File: src/rtl/lenc_pkg.sv
package lenc_pkg;

    typedef enum logic [1:0] {
        LC_NRZ  = 2'b00,
        LC_NRZI = 2'b01,
        LC_RZ   = 2'b10,
        LC_MAN  = 2'b11
    } line_code_e;

    typedef enum logic [1:0] {
        MS_WAIT = 2'b00,
        MS_GOT0 = 2'b01,
        MS_GOT1 = 2'b10,
        MS_BAD  = 2'b11
    } man_state_e;

    typedef struct packed {
        line_code_e code;
        logic       data;
    } bit_req_t;

    // Mealy output of the Manchester machine: not q1 and (q0 or data)
    function automatic logic man_symbol(man_state_e st, logic data);
        return ~st[1] & (st[0] | data);
    endfunction

    function automatic man_state_e man_step(man_state_e st, logic accept, logic data);
        man_state_e nx;
        case (st)
            MS_WAIT: nx = accept ? (data ? MS_GOT1 : MS_GOT0) : MS_WAIT;
            MS_GOT0: nx = MS_WAIT;
            MS_GOT1: nx = MS_WAIT;
            default: nx = MS_WAIT;
        endcase
        return nx;
    endfunction

endpackage

File: src/rtl/lenc_slot_ctrl.sv
module lenc_slot_ctrl
    import lenc_pkg::*;
(
    input  logic       clk,
    input  logic       rst,
    input  logic       bit_stb,
    input  logic       din,
    input  logic [1:0] code_sel,
    output bit_req_t   req_now,
    output line_code_e code_q,
    output logic       second_q
);
    always_comb begin
        req_now.code = line_code_e'(code_sel);
        req_now.data = din;
    end

    always_ff @(posedge clk) begin
        if (rst) begin
            code_q   <= LC_NRZ;
            second_q <= 1'b0;
        end else begin
            second_q <= bit_stb;
            if (bit_stb) code_q <= req_now.code;
        end
    end
endmodule

File: src/rtl/lenc_nrzi_level.sv
module lenc_nrzi_level #(
    parameter logic RESET_LEVEL = 1'b0
) (
    input  logic clk,
    input  logic rst,
    input  logic advance,
    input  logic data,
    output logic level_next
);
    logic level_q;

    always_comb level_next = level_q ^ data;

    always_ff @(posedge clk) begin
        if (rst)          level_q <= RESET_LEVEL;
        else if (advance) level_q <= level_next;
    end
endmodule

File: src/rtl/lenc_manchester.sv
module lenc_manchester
    import lenc_pkg::*;
(
    input  logic clk,
    input  logic rst,
    input  logic accept,
    input  logic data,
    output logic symbol,
    output logic busy
);
    man_state_e state_q;
    man_state_e state_d;

    always_comb begin
        state_d = man_step(state_q, accept, data);
        symbol  = man_symbol(state_q, data);
        busy    = (state_q != MS_WAIT);
    end

    always_ff @(posedge clk) begin
        if (rst) state_q <= MS_WAIT;
        else     state_q <= state_d;
    end
endmodule

File: src/rtl/line_encoder.sv
module line_encoder
    import lenc_pkg::*;
#(
    parameter logic IDLE_LEVEL = 1'b0
) (
    input  logic       clk,
    input  logic       rst,
    input  logic       bit_stb,
    input  logic       din,
    input  logic [1:0] code_sel,
    output logic       line_out
);
    bit_req_t   req_now;
    line_code_e code_q;
    logic       second_q;
    logic       nrzi_next;
    logic       man_sym;
    logic       man_busy;
    logic       man_accept;
    logic       nrzi_adv;
    logic       line_q;
    logic       line_d;

    lenc_slot_ctrl u_slot (
        .clk      (clk),
        .rst      (rst),
        .bit_stb  (bit_stb),
        .din      (din),
        .code_sel (code_sel),
        .req_now  (req_now),
        .code_q   (code_q),
        .second_q (second_q)
    );

    always_comb begin
        nrzi_adv   = bit_stb && (req_now.code == LC_NRZI);
        man_accept = bit_stb && (req_now.code == LC_MAN);
    end

    lenc_nrzi_level #(.RESET_LEVEL(IDLE_LEVEL)) u_nrzi (
        .clk        (clk),
        .rst        (rst),
        .advance    (nrzi_adv),
        .data       (req_now.data),
        .level_next (nrzi_next)
    );

    lenc_manchester u_man (
        .clk    (clk),
        .rst    (rst),
        .accept (man_accept),
        .data   (req_now.data),
        .symbol (man_sym),
        .busy   (man_busy)
    );

    always_comb begin
        line_d = line_q;
        if (bit_stb) begin
            case (req_now.code)
                LC_NRZ:  line_d = req_now.data;
                LC_NRZI: line_d = nrzi_next;
                LC_RZ:   line_d = req_now.data;
                LC_MAN:  line_d = man_sym;
                default: line_d = line_q;
            endcase
        end else if (second_q) begin
            case (code_q)
                LC_RZ:   line_d = 1'b0;
                LC_MAN:  line_d = man_busy ? man_sym : line_q;
                default: line_d = line_q;
            endcase
        end
    end

    always_ff @(posedge clk) begin
        if (rst) line_q <= IDLE_LEVEL;
        else     line_q <= line_d;
    end

    assign line_out = line_q;
endmodule

File: config.mk
export PLATFORM = sky130hd
export DESIGN_NAME = line_encoder
export DESIGN_NICKNAME = d
export VERILOG_FILES = /design/src/rtl/lenc_pkg.sv /design/src/rtl/lenc_slot_ctrl.sv /design/src/rtl/lenc_nrzi_level.sv /design/src/rtl/lenc_manchester.sv /design/src/rtl/line_encoder.sv
export SDC_FILE = /design/constraint.sdc
export NUM_CORES = 1
export LEC_CHECK = 0
export BUFFER_PORTS_ARGS = -buffer_cell sky130_fd_sc_hd__buf_2
export CAP_MARGIN = 20
export CORE_AREA = 2 2 39 41
export DETAILED_ROUTE_END_ITERATION = 10
export DIE_AREA = 0 0 41 43
export GPL_TIMING_DRIVEN = 0
export PLACE_DENSITY_LB_ADDON = 0.1
export SYNTH_ARGS = -nofsm -noshare
export SYNTH_HDL_FRONTEND = slang
export SYNTH_SLANG_ARGS = --single-unit
File: constraint.sdc
create_clock -name clk -period 1.1 [get_ports clk]
set_input_delay 0.055 -clock clk [delete_from_list [all_inputs] [get_ports clk]]
set_output_delay 0.055 -clock clk [all_outputs]
set_load 0.02 [all_outputs]
==> out/qor.log <==
[outcome] status complete, but fails checks
[outcome] failing checks negative setup slack
[timing] slew at the pin with the worst max-slew slack 0.2478 ns
[hold_path] Hold/Removal Path Class in -> reg
[timing] count of final hold-check violations 0
[synthesis] post-synthesis instance total 31
[drt] via count 277
[placed_design] area of placed instances 365.4 µm²
[drt] Antenna Violating Nets Remaining 0
[timing] post-route fraction of the period consumed by the critical path 113.0%
[pwr] power density of the placed cells 1454 mW/mm²
[timing] Setup violations, final 1
[final_layout] most used cells in the layout excluding fill and tap cells 5 x sky130_fd_sc_hd__buf_2, 5 x sky130_fd_sc_hd__dfxtp_1, 4 x sky130_fd_sc_hd__nor2_1, 3 x sky130_fd_sc_hd__nor3b_1, 3 x sky130_fd_sc_hd__clkbuf_4
[final_layout] number of nets in the final layout 47
[drt] per-cell via count in the routed design 4.946
[synthesis] biggest area consumer among synthesized cells sky130_fd_sc_hd__dfxtp_1
[die] number of placed I/O pins 7
[drt] sum of routed wire length over all layers 649 µm
[synthesis] flip-flop and latch count after synthesis 7
[global_route] vias in the first global route 274
[clock_network] CTS Sinks 7
[die] starting density of the core 23.15%
[drt] DRC Markers 0
[synthesis] per-instance average area after synthesis 10.33 µm²
[global_route] Tot GR Track Use 10.24%
[setup_path] Data required, critical path 1.26 ns
[final_layout] fin area 394.1 µm²
[setup_path] cell family with most CP delay compound AO/OA/AOI/OAI gates
[setup_path] worst setup path category reg -> reg
[setup_path] largest stage delay on the critical path 0.39 ns
[final_layout] number of fill cells 149
[timing] unrepaired setup endpoints after global routing true
[synthesis] sequential element share of the synthesized area 43.75%
[setup_path] sequence of cells on the critical path or3b_1 > a31o_1 > a311oi_1
[die] width of the die 41 µm
[clock_network] clock slew at reported path FFs 0.05 ns
[clock_network] CTS tree yes
[synthesis] area of the mapped netlist 320.3 µm²
[timing] Slew Limit Headroom 83.34%
[global_route] maximum number of pins on one net before global-route repair 10
[clock_network] clock latency on the worst-skew pair 0.25 ns
[synthesis] largest cells by area after synthesis sky130_fd_sc_hd__dfxtp_1 44%, sky130_fd_sc_hd__nor3b_1 7.0%, sky130_fd_sc_hd__mux2i_1 6.3%
[setup_path] Data arrival, critical path 1.40 ns
[pwr] Leak 0.1553 nW
[timing] final clock skew 0.001866 ns
[clock_network] number of H-tree levels 1
[synthesis] syn nets 37
[placed_design] input/output buffers 5
[timing] FMAX 0.8048 GHz
[die] vertical die dimension 43 µm
[setup_path] sort of element at the start of the critical path flip-flop
[setup_path] maximum net fanout on the critical path 3
[clock_network] post-CTS setup buffer count 0
[setup_path] nature of the critical path endpoint flip-flop
[die] total die area 0.001763 mm²
[timing] Final Critical Period 1.243 ns
[pwr] Peak VDD IR 0.5658 mV
[final_layout] layout cell share with drive strength beyond 1 27.50%
[final_layout] area of combinational cells with multiple inputs 168.9 µm²
[global_route] leftover overflow at the end of global routing 0
[synthesis] number of distinct standard cells referenced by the synthesized netlist 17
[timing] number of pins with negative max-slew slack in the final report 0
[die] area of the core 0.001384 mm²
[timing] worst setup margin -0.1425 ns
[synthesis] top cell type's share of synthesized area 43.75%
[job] MaxCap Viol Count 0
[placed_design] final RePlAce weighted congestion 0.6663
[global_route] initial antenna violation count 0
[pwr] overall power of the completed layout 573.0 µW
[final_layout] growth of design area from synthesis to finish 23.05%
[synthesis] yosys warns 0
[final_layout] diode count 0
[setup_path] slowest cell on the critical path sky130_fd_sc_hd__or3b_1
[die] std cell rows 14
[clock_network] clock tree root driver cell sky130_fd_sc_hd__clkbuf_4
[clock_network] Clock Tree Buf Depth 2
[drt] first drt pass iteration count 1
[global_route] global-route wire length before repair 1145 µm
[drt] average routed wire per standard cell 11.59 µm
[clock_network] number of buffers created by CTS 3
[drt] First DRT Iteration DRCs 0
[setup_path] count of buffer and inverter cells on the critical path 0
[final_layout] area taken by flip-flops and latches 142.6 µm²
cells by family after synthesis:
kind of cell | after synthesis | synth area share (%)
AO/OA/AOI/OAI | 6 | 15.63
XOR/XNOR | 1 | 2.735
buffers and inverters | 1 | 3.515
flip-flops | 7 | 43.75
multiplexers | 2 | 6.250
AND/OR/NAND/NOR | 14 | 28.12
worst reg2reg max path: cells and delay by family, from the launching register on:
| family | cells | cell delay, ns |
|---|---|---|
| flip-flops | 1 | 0.32 |
| AND/OR/NAND/NOR | 1 | 0.39 |
| AO/OA/AOI/OAI | 2 | 0.45 |
report_power, final:
group | internal (mW) | switching (mW)
Clock | 0.138 | 0.0938
Sequential | 0.266 | 0.00780
Combinational | 0.0325 | 0.0340
Total | 0.437 | 0.136
synthesized netlist by cell type:
cell	count
sky130_fd_sc_hd__a31o_1	1
sky130_fd_sc_hd__nor3b_1	3
sky130_fd_sc_hd__nor2b_1	2
sky130_fd_sc_hd__a21oi_1	1
sky130_fd_sc_hd__dfxtp_1	7
sky130_fd_sc_hd__buf_6	1
sky130_fd_sc_hd__xor2_1	1
sky130_fd_sc_hd__mux2i_1	2
sky130_fd_sc_hd__nor2_1	4
sky130_fd_sc_hd__o31ai_1	1
sky130_fd_sc_hd__nand2_1	1
sky130_fd_sc_hd__nand4b_1	1
sky130_fd_sc_hd__and4_1	1
sky130_fd_sc_hd__a2111o_1	1
sky130_fd_sc_hd__or3b_1	1
sky130_fd_sc_hd__nor4bb_1	1
sky130_fd_sc_hd__a311oi_1	2
registers in the layout, indices dropped and copies added, names as in the netlist:
| register | count |
|---|---|
| u_man.state_q | 2 |
| u_nrzi.level_q | 1 |
| u_slot.code_q | 2 |
| u_slot.second_q | 1 |
| line_out | 1 |
metrics by stage:
step	TNS, ns	instances	worst slack [ns]	hold slack (ns)	utilization (%)
after detailed placement	-0.1698	52	-0.1698	0.2991	26.40
final	-0.1425	56	-0.1425	0.03127	28.48
after CTS	-0.1500	56	-0.1500	0.02802	28.39
after floorplan	-0.09034	31	-0.09034	0.1271	-
after global placement	-0.1600	52	-0.1600	0.2935	26.40
after global routing	-0.2078	56	-0.2078	0.03779	28.48
worst paths after layout:
path	depth (start not counted)	slack, ns	endpoint	from
setup / recovery	3	-0.14	line_out	u_man.state_q[1]
hold reg to reg	2	0.50	u_slot.code_q[0]	u_slot.code_q[0]
hold / removal	2	0.03	u_slot.code_q[0]	rst
setup reg to reg	3	-0.14	line_out	u_man.state_q[1]
per-layer routing:
metal | global-route usage (%) | share of wire [%] | up-vias
met1 | 13.18 | 48 | 130
met3 | 3.141 | 5.7 | 2
li1 | - | - | 139
met2 | 12.50 | 45 | 6
met5 | 0 | 0 | -
met4 | 10.00 | 0.62 | 0
final cells by class:
type                    count  area share [%]
plain buffers               1           2.857
clock buffers               4           6.667
multi-input cells          23           42.86
flip-flops and latches      7           36.19
well taps                  16           5.079
repair buffers              5           6.349
what timing repair did:
item / CTS / global route
hold buffers: 0 / 0
gates resized for setup: 1 / 1
pin swaps: 2 / 0
endpoints found under the setup margin: 1 / 1
Power figures use the tool's default switching activity.
